===== src/rtl/ctmr_pkg.sv =====
package ctmr_pkg;
  parameter int unsigned CNT_W  = 8;
  parameter int unsigned NUM_IRQ = 4;
  parameter int unsigned ADDR_W = 2;
  parameter int unsigned DATA_W = 8;

  // Counter bit watched by each flag: 32 Hz, 8 Hz, 2 Hz, 1 Hz
  parameter int unsigned TAP_BIT [NUM_IRQ] = '{2, 4, 6, 7};

  typedef enum logic [ADDR_W-1:0] {
    REG_CTRL  = 2'd0,
    REG_COUNT = 2'd1,
    REG_FLAGS = 2'd2,
    REG_ENA   = 2'd3
  } reg_addr_e;

  localparam int unsigned CTRL_RUN = 0;
  localparam int unsigned CTRL_CLR = 1;

  // Bit k of a counter drops on increment when bits k..0 are all ones
  function automatic logic bit_falls(input logic [CNT_W-1:0] c, input int unsigned k);
    logic all_ones;
    all_ones = 1'b1;
    for (int unsigned i = 0; i < CNT_W; i++) begin
      if (i <= k) all_ones = all_ones & c[i];
    end
    return all_ones;
  endfunction

  function automatic logic [NUM_IRQ-1:0] next_flags(input logic [NUM_IRQ-1:0] cur,
                                                    input logic [NUM_IRQ-1:0] clr_mask,
                                                    input logic [NUM_IRQ-1:0] set_ev);
    return (cur & ~clr_mask) | set_ev;
  endfunction
endpackage


===== src/rtl/ctmr_runctl.sv =====
module ctmr_runctl (
  input  logic clk,
  input  logic rst_n,
  input  logic tick_i,
  input  logic wr_run_i,
  input  logic run_wdata_i,
  output logic run_req_o,
  output logic run_act_o
);
  logic run_req_q;
  logic run_act_q;

  always_ff @(posedge clk) begin
    if (!rst_n) begin
      run_req_q <= 1'b0;
      run_act_q <= 1'b0;
    end else begin
      if (wr_run_i) run_req_q <= run_wdata_i;
      if (tick_i)   run_act_q <= run_req_q;
    end
  end

  assign run_req_o = run_req_q;
  assign run_act_o = run_act_q;

  AST_RUN_READBACK_LAGS: assert property (@(posedge clk) disable iff (!rst_n)
    !tick_i |=> $stable(run_act_o));
endmodule


===== src/rtl/ctmr_counter.sv =====
module ctmr_counter
  import ctmr_pkg::*;
#(
  parameter int unsigned W = CNT_W
) (
  input  logic         clk,
  input  logic         rst_n,
  input  logic         adv_i,
  input  logic         clr_i,
  output logic [W-1:0] count_o,
  output logic [W-1:0] fall_ev_o
);
  logic [W-1:0] count_q;
  logic         step;

  assign step = adv_i & ~clr_i;

  always_ff @(posedge clk) begin
    if (!rst_n)      count_q <= '0;
    else if (clr_i)  count_q <= '0;
    else if (adv_i)  count_q <= count_q + W'(1);
  end

  for (genvar k = 0; k < W; k++) begin : g_fall
    assign fall_ev_o[k] = step & bit_falls(count_q, k);
  end

  assign count_o = count_q;

  AST_COUNT_STEP: assert property (@(posedge clk) disable iff (!rst_n)
    step |=> count_o == W'($past(count_o) + W'(1)));
  AST_HOLD_STOPPED: assert property (@(posedge clk) disable iff (!rst_n)
    (!adv_i && !clr_i) |=> $stable(count_o));
  AST_CLEAR_ZERO: assert property (@(posedge clk) disable iff (!rst_n)
    clr_i |=> count_o == '0);
endmodule


===== src/rtl/ctmr_irqs.sv =====
module ctmr_irqs
  import ctmr_pkg::*;
#(
  parameter int unsigned N = NUM_IRQ
) (
  input  logic         clk,
  input  logic         rst_n,
  input  logic [N-1:0] set_ev_i,
  input  logic         clr_wr_i,
  input  logic [N-1:0] clr_mask_i,
  input  logic         en_wr_i,
  input  logic [N-1:0] en_wdata_i,
  output logic [N-1:0] flags_o,
  output logic [N-1:0] enables_o,
  output logic         irq_o
);
  logic [N-1:0] flags_q;
  logic [N-1:0] en_q;
  logic [N-1:0] eff_clr;

  assign eff_clr = clr_wr_i ? clr_mask_i : '0;

  always_ff @(posedge clk) begin
    if (!rst_n) begin
      flags_q <= '0;
      en_q    <= '0;
    end else begin
      flags_q <= next_flags(flags_q, eff_clr, set_ev_i);
      if (en_wr_i) en_q <= en_wdata_i;
    end
  end

  assign flags_o   = flags_q;
  assign enables_o = en_q;
  assign irq_o     = |(flags_q & en_q);

  AST_SET_WINS: assert property (@(posedge clk) disable iff (!rst_n)
    (|set_ev_i) |=> ((flags_o & $past(set_ev_i)) == $past(set_ev_i)));
  AST_W1C_CLEARS: assert property (@(posedge clk) disable iff (!rst_n)
    clr_wr_i |=> ((flags_o & $past(clr_mask_i & ~set_ev_i)) == '0));
  AST_IRQ_ON_ENABLED_SET: assert property (@(posedge clk) disable iff (!rst_n)
    ((|(set_ev_i & en_q)) && !en_wr_i) |=> irq_o);
endmodule


===== src/rtl/lrc_timer.sv =====
module lrc_timer
  import ctmr_pkg::*;
(
  input  logic              clk,
  input  logic              rst_n,
  input  logic              tick_i,
  input  logic              wr_en_i,
  input  logic [ADDR_W-1:0] addr_i,
  input  logic [DATA_W-1:0] wdata_i,
  output logic [DATA_W-1:0] rdata_o,
  output logic              irq_o
);
  logic               wr_ctrl, wr_flags, wr_ena;
  logic               run_req, run_act;
  logic               adv, clr_cnt;
  logic [CNT_W-1:0]   count;
  logic [CNT_W-1:0]   fall_ev;
  logic [NUM_IRQ-1:0] set_ev;
  logic [NUM_IRQ-1:0] flags, enables;

  assign wr_ctrl  = wr_en_i && (addr_i == REG_CTRL);
  assign wr_flags = wr_en_i && (addr_i == REG_FLAGS);
  assign wr_ena   = wr_en_i && (addr_i == REG_ENA);
  assign clr_cnt  = wr_ctrl && wdata_i[CTRL_CLR];
  assign adv      = tick_i && run_req;

  ctmr_runctl u_runctl (
    .clk        (clk),
    .rst_n      (rst_n),
    .tick_i     (tick_i),
    .wr_run_i   (wr_ctrl),
    .run_wdata_i(wdata_i[CTRL_RUN]),
    .run_req_o  (run_req),
    .run_act_o  (run_act)
  );

  ctmr_counter #(.W(CNT_W)) u_counter (
    .clk      (clk),
    .rst_n    (rst_n),
    .adv_i    (adv),
    .clr_i    (clr_cnt),
    .count_o  (count),
    .fall_ev_o(fall_ev)
  );

  for (genvar i = 0; i < NUM_IRQ; i++) begin : g_tap
    assign set_ev[i] = fall_ev[TAP_BIT[i]];
  end

  ctmr_irqs #(.N(NUM_IRQ)) u_irqs (
    .clk       (clk),
    .rst_n     (rst_n),
    .set_ev_i  (set_ev),
    .clr_wr_i  (wr_flags),
    .clr_mask_i(wdata_i[NUM_IRQ-1:0]),
    .en_wr_i   (wr_ena),
    .en_wdata_i(wdata_i[NUM_IRQ-1:0]),
    .flags_o   (flags),
    .enables_o (enables),
    .irq_o     (irq_o)
  );

  always_comb begin
    rdata_o = '0;
    case (addr_i)
      REG_CTRL:  rdata_o[CTRL_RUN]  = run_act;
      REG_COUNT: rdata_o[CNT_W-1:0] = count;
      REG_FLAGS: rdata_o[NUM_IRQ-1:0] = flags;
      REG_ENA:   rdata_o[NUM_IRQ-1:0] = enables;
      default:   rdata_o = '0;
    endcase
  end

  AST_NO_FLAG_STOPPED: assert property (@(posedge clk) disable iff (!rst_n)
    !run_req |-> (set_ev == '0));
  AST_COUNT_READONLY: assert property (@(posedge clk) disable iff (!rst_n)
    (wr_en_i && addr_i == REG_COUNT && !tick_i) |=> $stable(count));
endmodule


===== config.mk =====
export PLATFORM = sky130hd
export DESIGN_NAME = lrc_timer
export DESIGN_NICKNAME = d
export VERILOG_FILES = /design/src/rtl/ctmr_pkg.sv /design/src/rtl/ctmr_runctl.sv /design/src/rtl/ctmr_counter.sv /design/src/rtl/ctmr_irqs.sv /design/src/rtl/lrc_timer.sv
export SDC_FILE = /design/constraint.sdc
export NUM_CORES = 1
export LEC_CHECK = 0
export CAP_MARGIN = 20
export CORE_ASPECT_RATIO = 0.7
export CORE_MARGIN = 8
export CORE_UTILIZATION = 45
export DETAILED_ROUTE_END_ITERATION = 12
export DONT_BUFFER_PORTS = 1
export GPL_TIMING_DRIVEN = 0
export HOLD_SLACK_MARGIN = 0.03
export PLACE_DENSITY = 0.61
export SLEW_MARGIN = 20
export SYNTH_ARGS = -nofsm -noshare
export SYNTH_HDL_FRONTEND = slang
export SYNTH_SLANG_ARGS = --single-unit

===== constraint.sdc =====
create_clock -name clk -period 4.41 [get_ports clk]
set_clock_uncertainty 0.2 [all_clocks]
set_input_delay 0.882 -clock clk [delete_from_list [all_inputs] [get_ports clk]]
set_output_delay 0.882 -clock clk [all_outputs]
set_load 0.05 [all_outputs]

==> summary.txt, run 1 <==
Status
  • Status: finished, final reports clean

STA
  • Setup_tns: 0 ns
  • Smallest hold slack: 0.289 ns
  • Worst slew margin: 66.3%
  • Fmax: 0.328 GHz
  • # setup viols final: 0
  • Minimum clock period: 3.05 ns
  • Final Hold Fails: 0
  • Unrepaired setup endpoints after global routing: false
  • Pin slew with the least headroom to its limit: 0.507 ns
  • Slew Limit Fails: 0
  • Fin crit share: 69.1%

Worst setup path
  • CP max FO: 10
  • FF-to-FF setup slack: 2.76 ns
  • Cell chain of the critical path: clkbuf_1, nor2b_1, and2_1
  • Worst path required time: 3.33 ns
  • Critical-path top delay cell: and2_1
  • CP Capture Type: output port
  • Setup crit start kind: primary input
  • CP peak stage delay: 0.48 ns
  • Worst EP arrival: 1.96 ns
  • Crit path kind: in2out

Synthesis
  • Post-synth ARST share: 0%
  • Flops & latches, synth: 18
  • Synth area leaders: dfxtp_1 (39%), mux2i_1 (5.4%), nor2b_1 (5.4%)
  • Syn Nets: 120
  • Dominant cell by count in the synthesized netlist: dfxtp_1
  • Sequential fraction of the synthesis area: 38.6%
  • Cell area after synthesis: 933 um2
  • Share of Yosys cell area claimed by the top area cell type: 38.6%
  • Post-synth EDFFs: 0
  • Commonest cells in the netlist: dfxtp_1 (18), nand2_1 (9), nor2b_1 (8)
  • Warnings, synthesis: 0
  • Post-Syn Instances: 104
  • Netlist cell types: 33
  • Synth area leader: dfxtp_1
  • Mean post-synth cell area: 8.97 um2
  • Top_reg_cell synth: dfxtp_1

Drt
  • Routed len/inst: 15.9 um
  • DRT iter0 DRCs: 36
  • Top Metal Used: met4
  • Vias: 793
  • Met3 wire length: 159 um
  • DR pass1 iterations: 4
  • Post-Route WL: 2.07 mm
  • Met1 WL: 1.03 mm
  • DRC viols: 0
  • Vias per inst: 6.10
  • Antenna viol nets, final: 0
  • Met2 WL: 853 um

Floorplanning
  • Die Span X: 70.4 um
  • Die H: 54.1 um
  • Starting Density: 49.0%
  • Num rows: 13
  • I/O pin total: 23
  • Core Region: 1900 um2
  • Die area: 3810 um2

Global routing
  • Total gr overflow: 0
  • GRT Util Overall: 11.4%
  • Largest net degree at the start of global routing: 11
  • First-pass GRT wire length: 3.38 mm
  • Initial antenna violation count: 0
  • Vias in the first global route: 726

CTS
  • CTS tree: built
  • Post-CTS Setup Bufs: 0
  • Clock Tree Buf Depth: 2
  • Clock Latency Late Sink: 0.29 ns
  • Clock Tree Root: clkbuf_4
  • CTS sink count: 18
  • Clock buffer count from CTS: 3
  • Cts hold-fix bufs: 0
  • CTS H-Tree Depth: 1
  • Post-cts resize count: 0
  • Reg clk slew, reported paths: 0.10 ns

Layout
  • N_diodes: 0
  • Layout area overhead: 6.84%
  • Nets: 125
  • Ratio of cells with drive above 1 in the final layout: 10.2%

Power
  • Cell area power density: 288 nW/um2
  • Static Leak: 0.362 nW
  • IR drop worst, VDD: 0.000189 V

Flow run
  • Max-cap violations: 0

Place
  • Port bufs: 0
  • Hpwl dp: 1.63 mm
  • Gpl congestion: 0.753

Min path
  • Type of the worst min-delay path: reg2reg
layer usage:
layer / up-vias / track usage (%)
li1: 395 / -
met1: 378 / 13.7
met2: 15 / 16.6
met3: 5 / 6.06
met4: 0 / 4.98
met5: - / 0
per-stage QoR:
stage	instance area, um2	power (W)	utilization (%)	setup slack (ns)	std cells
after floorplan	933	0.000185	-	1.54	104
after global placement	961	0.000189	50.5	1.38	126
after detailed placement	961	0.000189	50.5	1.34	126
after CTS	997	0.000289	52.4	1.34	130
after global routing	997	0.000301	52.4	1.25	130
final	997	0.000287	52.4	1.36	130
final cells by class:
| cell class | count | area (um2) |
|---|---|---|
| Buffer | 3 | 12.5 |
| Clock buffer | 4 | 36.3 |
| Fill cell | 184 | 906 |
| Inverter | 4 | 15.0 |
| Multi-Input combinational cell | 79 | 546 |
| Sequential cell | 18 | 360 |
| Tap cell | 22 | 27.5 |
sequential cells by signal (all words and copies together) (netlist names):
register / count
u_irqs.flags_o: 4
u_runctl.run_act_o: 1
u_runctl.run_req_o: 1
u_counter.count_o: 8
u_irqs.enables_o: 4
logic make-up (layout without fill, tap and decap cells):
| logic type | Yosys count | after routing | share of synthesized area, % |
|---|---|---|---|
| XOR/XNOR | 1 | 1 | 0.939 |
| flip-flops | 18 | 18 | 38.6 |
| AO/OA/AOI/OAI | 26 | 26 | 17.6 |
| adder cells (fa/ha/maj) | 2 | 2 | 2.68 |
| buffers and inverters | 7 | 11 | 2.95 |
| multiplexers | 8 | 8 | 10.2 |
| AND/OR/NAND/NOR | 42 | 42 | 27.1 |
cells in the final DEF, fill, tap and decap left out, drive strengths merged:
| master | Yosys | final |
|---|---|---|
| and2 | 4 | 4 |
| nand4b | 1 | 1 |
| xor2 | 1 | 1 |
| or3 | 3 | 3 |
| dfxtp | 18 | 18 |
| clkbuf | 2 | 6 |
| nand2 | 9 | 9 |
| nor2b | 8 | 8 |
| or4 | 2 | 2 |
| nand4 | 3 | 3 |
| a22o | 3 | 3 |
| and3 | 1 | 1 |
| ha | 2 | 2 |
| nand3 | 5 | 5 |
| buf | 1 | 1 |
| a22oi | 3 | 3 |
| nand3b | 2 | 2 |
| mux2 | 2 | 2 |
| nand2b | 1 | 1 |
| mux2i | 5 | 5 |
| nand4bb | 1 | 1 |
| o31ai | 2 | 2 |
| inv | 4 | 4 |
| mux4 | 1 | 1 |
| a21oi | 7 | 7 |
| a21boi | 3 | 3 |
| o211ai | 1 | 1 |
| nor2 | 1 | 1 |
| nor3b | 1 | 1 |
| o21ai | 7 | 7 |
where the power goes:
group / switching [W] / leakage (nW) / total [W] / internal (W)
logic: 0.0000114 / 0.195 / 0.0000190 / 0.00000760
registers: 0.00000188 / 0.145 / 0.000166 / 0.000164
clock network: 0.0000516 / 0.0210 / 0.000102 / 0.0000504
final timing paths:
kind / cells after the start / to / start
setup / recovery: 3 / rdata_o[7] / addr_i[0]
hold / removal: 2 / u_runctl.run_act_o / u_runctl.run_act_o
setup reg to reg: 4 / u_counter.count_o[4] / u_counter.count_o[0]
hold reg to reg: 2 / u_runctl.run_act_o / u_runctl.run_act_o
critical path, delay by kind of cell:
kind	cells	cell delay, ns
and+or+nand+nor	2	0.77
buffers and inverters	1	0.30
Note: power is estimated with default switching activity, not from simulation.
==> run 2, diff against run 1 <==
Settings changed: PLACE_DENSITY 0.61 to 0.63.
Clock period 4.41 ns to 2.55 ns, I/O delays scaled along.
==> summary.txt, run 2 (synthesized netlist as in run 1, its figures left out) <==
Worst setup path
  • Crit path kind: in2out (unchanged)
  • R2R Path End: u_counter.count_o[4] (unchanged)
  • Worst EP arrival: 1.54 ns (was 1.96 ns)
  • R2R cell count: 4 (unchanged)
  • CP Capture Type: output port (unchanged)
  • Worst Setup SP: addr_i[0] (unchanged)
  • FF-to-FF setup slack: 0.88 ns (was 2.76 ns)
  • Setup crit start kind: primary input (unchanged)
  • CP max FO: 10 (unchanged)
  • Worst Setup EP: rdata_o[7] (unchanged)
  • Worst path required time: 1.84 ns (was 3.33 ns)
  • Worst r2r src: u_counter.count_o[0] (unchanged)

Power
  • IR drop worst, VDD: 0.000278 V (was 0.000189 V)
  • Cell area power density: 501 nW/um2 (was 288 nW/um2)
  • Internal: 0.000385 W (was 0.000222 W)
  • Switching Power: 0.000115 W (was 0.0000649 W)
  • Switch share: 23.0% (was 22.6%)
  • Seq pwr share: 57.6% (was 57.9%)
  • Clock power share: 35.9% (was 35.5%)
  • Comb power frac: 6.6% (about the same)
  • Static Leak: 0.362 nW (unchanged)

Drt
  • Vias: 792 (was 793)
  • Post-Route WL: 2.11 mm (was 2.07 mm)
  • DRT iter0 DRCs: 68 (was 36)
  • Vias per inst: 6.09 (was 6.10)
  • DRC viols: 0 (unchanged)
  • DR pass1 iterations: 4 (unchanged)
  • Antenna viol nets, final: 0 (unchanged)
  • Routed len/inst: 16.2 um (was 15.9 um)

Layout
  • Ratio of cells with drive above 1 in the final layout: 10.2% (unchanged)
  • Most frequent cells in the layout: dfxtp_1 (18), nand2_1 (9), nor2b_1 (8) (unchanged)
  • Max reg flops: 8 (unchanged)
  • Commonest non-fill, non-tap cell in the layout: dfxtp_1 (unchanged)
  • Layout area overhead: 6.84% (unchanged)
  • Nets: 125 (unchanged)
  • N_diodes: 0 (unchanged)
  • Filler Cells Inserted: 187 (was 184)
  • Final std cells w/o fill: 130 (unchanged)

CTS
  • Reg clk slew, reported paths: 0.11 ns (was 0.10 ns)
  • Post-CTS Setup Bufs: 0 (unchanged)
  • Clock Latency Late Sink: 0.30 ns (was 0.29 ns)
  • Clock buffer count from CTS: 3 (unchanged)
  • Clock Tree Root: clkbuf_4 (unchanged)
  • Post-cts resize count: 0 (unchanged)
  • Clock Tree Buf Depth: 2 (unchanged)
  • CTS tree: built (unchanged)
  • Cts hold-fix bufs: 0 (unchanged)
  • CTS sink count: 18 (unchanged)
  • CTS H-Tree Depth: 1 (unchanged)

Flow run
  • Max-cap violations: 0 (unchanged)

STA
  • Pin slew with the least headroom to its limit: 0.511 ns (was 0.507 ns)
  • Minimum clock period: 2.25 ns
  • Unrepaired setup endpoints after global routing: false (unchanged)
  • Setup_tns: 0 ns (unchanged)
  • Worst slew margin: 66.0% (was 66.3%)
  • Final Hold Fails: 0 (unchanged)
  • Smallest hold slack: 0.147 ns (was 0.289 ns)
  • Fin crit share: 88.4%
  • Fmax: 0.444 GHz
  • Slew Limit Fails: 0 (unchanged)
  • # setup viols final: 0 (unchanged)

Global routing
  • Total gr overflow: 0 (unchanged)
  • GRT Util Overall: 11.3% (was 11.4%)
  • Largest net degree at the start of global routing: 11 (unchanged)
  • Initial antenna violation count: 0 (unchanged)
  • Vias in the first global route: 791 (was 726)
  • First-pass GRT wire length: 3.44 mm (was 3.38 mm)

Floorplanning
  • Die H: 54.1 um (unchanged)
  • Starting Density: 49.0% (unchanged)
  • I/O pin total: 23 (unchanged)
  • Core Region: 1900 um2 (unchanged)
  • Num rows: 13 (unchanged)
  • Die Span X: 70.4 um (unchanged)
  • Die area: 3810 um2 (unchanged)

Place
  • Placed Instances: 126 (unchanged)
  • Port bufs: 0 (unchanged)
  • Hpwl dp: 1.64 mm (was 1.63 mm)
  • Gpl congestion: 0.757 (was 0.753)

Min path
  • Type of the worst min-delay path: in2reg (was reg2reg)
  • Hold depth: 2 (unchanged)

Status
  • Status: finished, final reports clean (unchanged)
==> run 2: metrics by stage <==
stage,setup WS [ns],area (um2),util [%],total power [W]
6_report,0.296,997,52.4,0.000500
3_5_place_dp,0.269,961,50.5,0.000327
4_1_cts,0.266,997,52.4,0.000505
2_1_floorplan,0.420,933,-,0.000320
5_1_grt,0.195,997,52.4,0.000523
3_3_place_gp,0.266,961,50.5,0.000326
==> run 2: worst max-delay path, cell delays in order <==
cell,delay (ns)
clkbuf_1,0.29
nor2b_1,0.26
and2_1,0.48
==> run 2: worst min-delay path by stage <==
stage	startpoint	to	slack (ns)
floorplan	u_counter.count_o[7]	u_irqs.flags_o[3]	0.25
global placement	u_runctl.run_act_o	u_runctl.run_act_o	0.27
detailed placement	u_runctl.run_act_o	u_runctl.run_act_o	0.27
CTS	rst_n	u_irqs.flags_o[3]	0.15
global route	rst_n	u_irqs.flags_o[3]	0.16
finish	rst_n	u_irqs.flags_o[3]	0.15
==> run 2: power by group through the flow <==
stage | sequential (W) | clock [W] | combinational (W)
detailed placement | 0.000294 | 0 | 0.0000330
finish | 0.000288 | 0.000179 | 0.0000329
global placement | 0.000294 | 0 | 0.0000324
floorplan | 0.000293 | 0 | 0.0000273
CTS | 0.000288 | 0.000184 | 0.0000333
global route | 0.000288 | 0.000198 | 0.0000360
==> run 2: area by class of cell <==
type                       instances  area (um2)  area share [%]
inverter                           4        15.0            1.51
clock buffer                       4        36.3            3.64
multi-input combinational         79         546            54.7
buffer                             3        12.5            1.25
tap                               22        27.5            2.76
sequential                        18         360            36.1
==> run 2: metal layers <==
layer | track usage (%) | part of all wire [%] | up-vias
li1 | - | - | 390
met1 | 12.3 | 48 | 383
met2 | 19.0 | 42 | 17
met3 | 6.24 | 8.4 | 2
met4 | 2.99 | 0.71 | 0
met5 | 0 | 0 | -
==> run 3, diff against run 2 <==
Settings changed: CAP_MARGIN 20 to default.
==> results of run 3 <==
The final DEF is identical to that of run 2; final timing and power are the same.
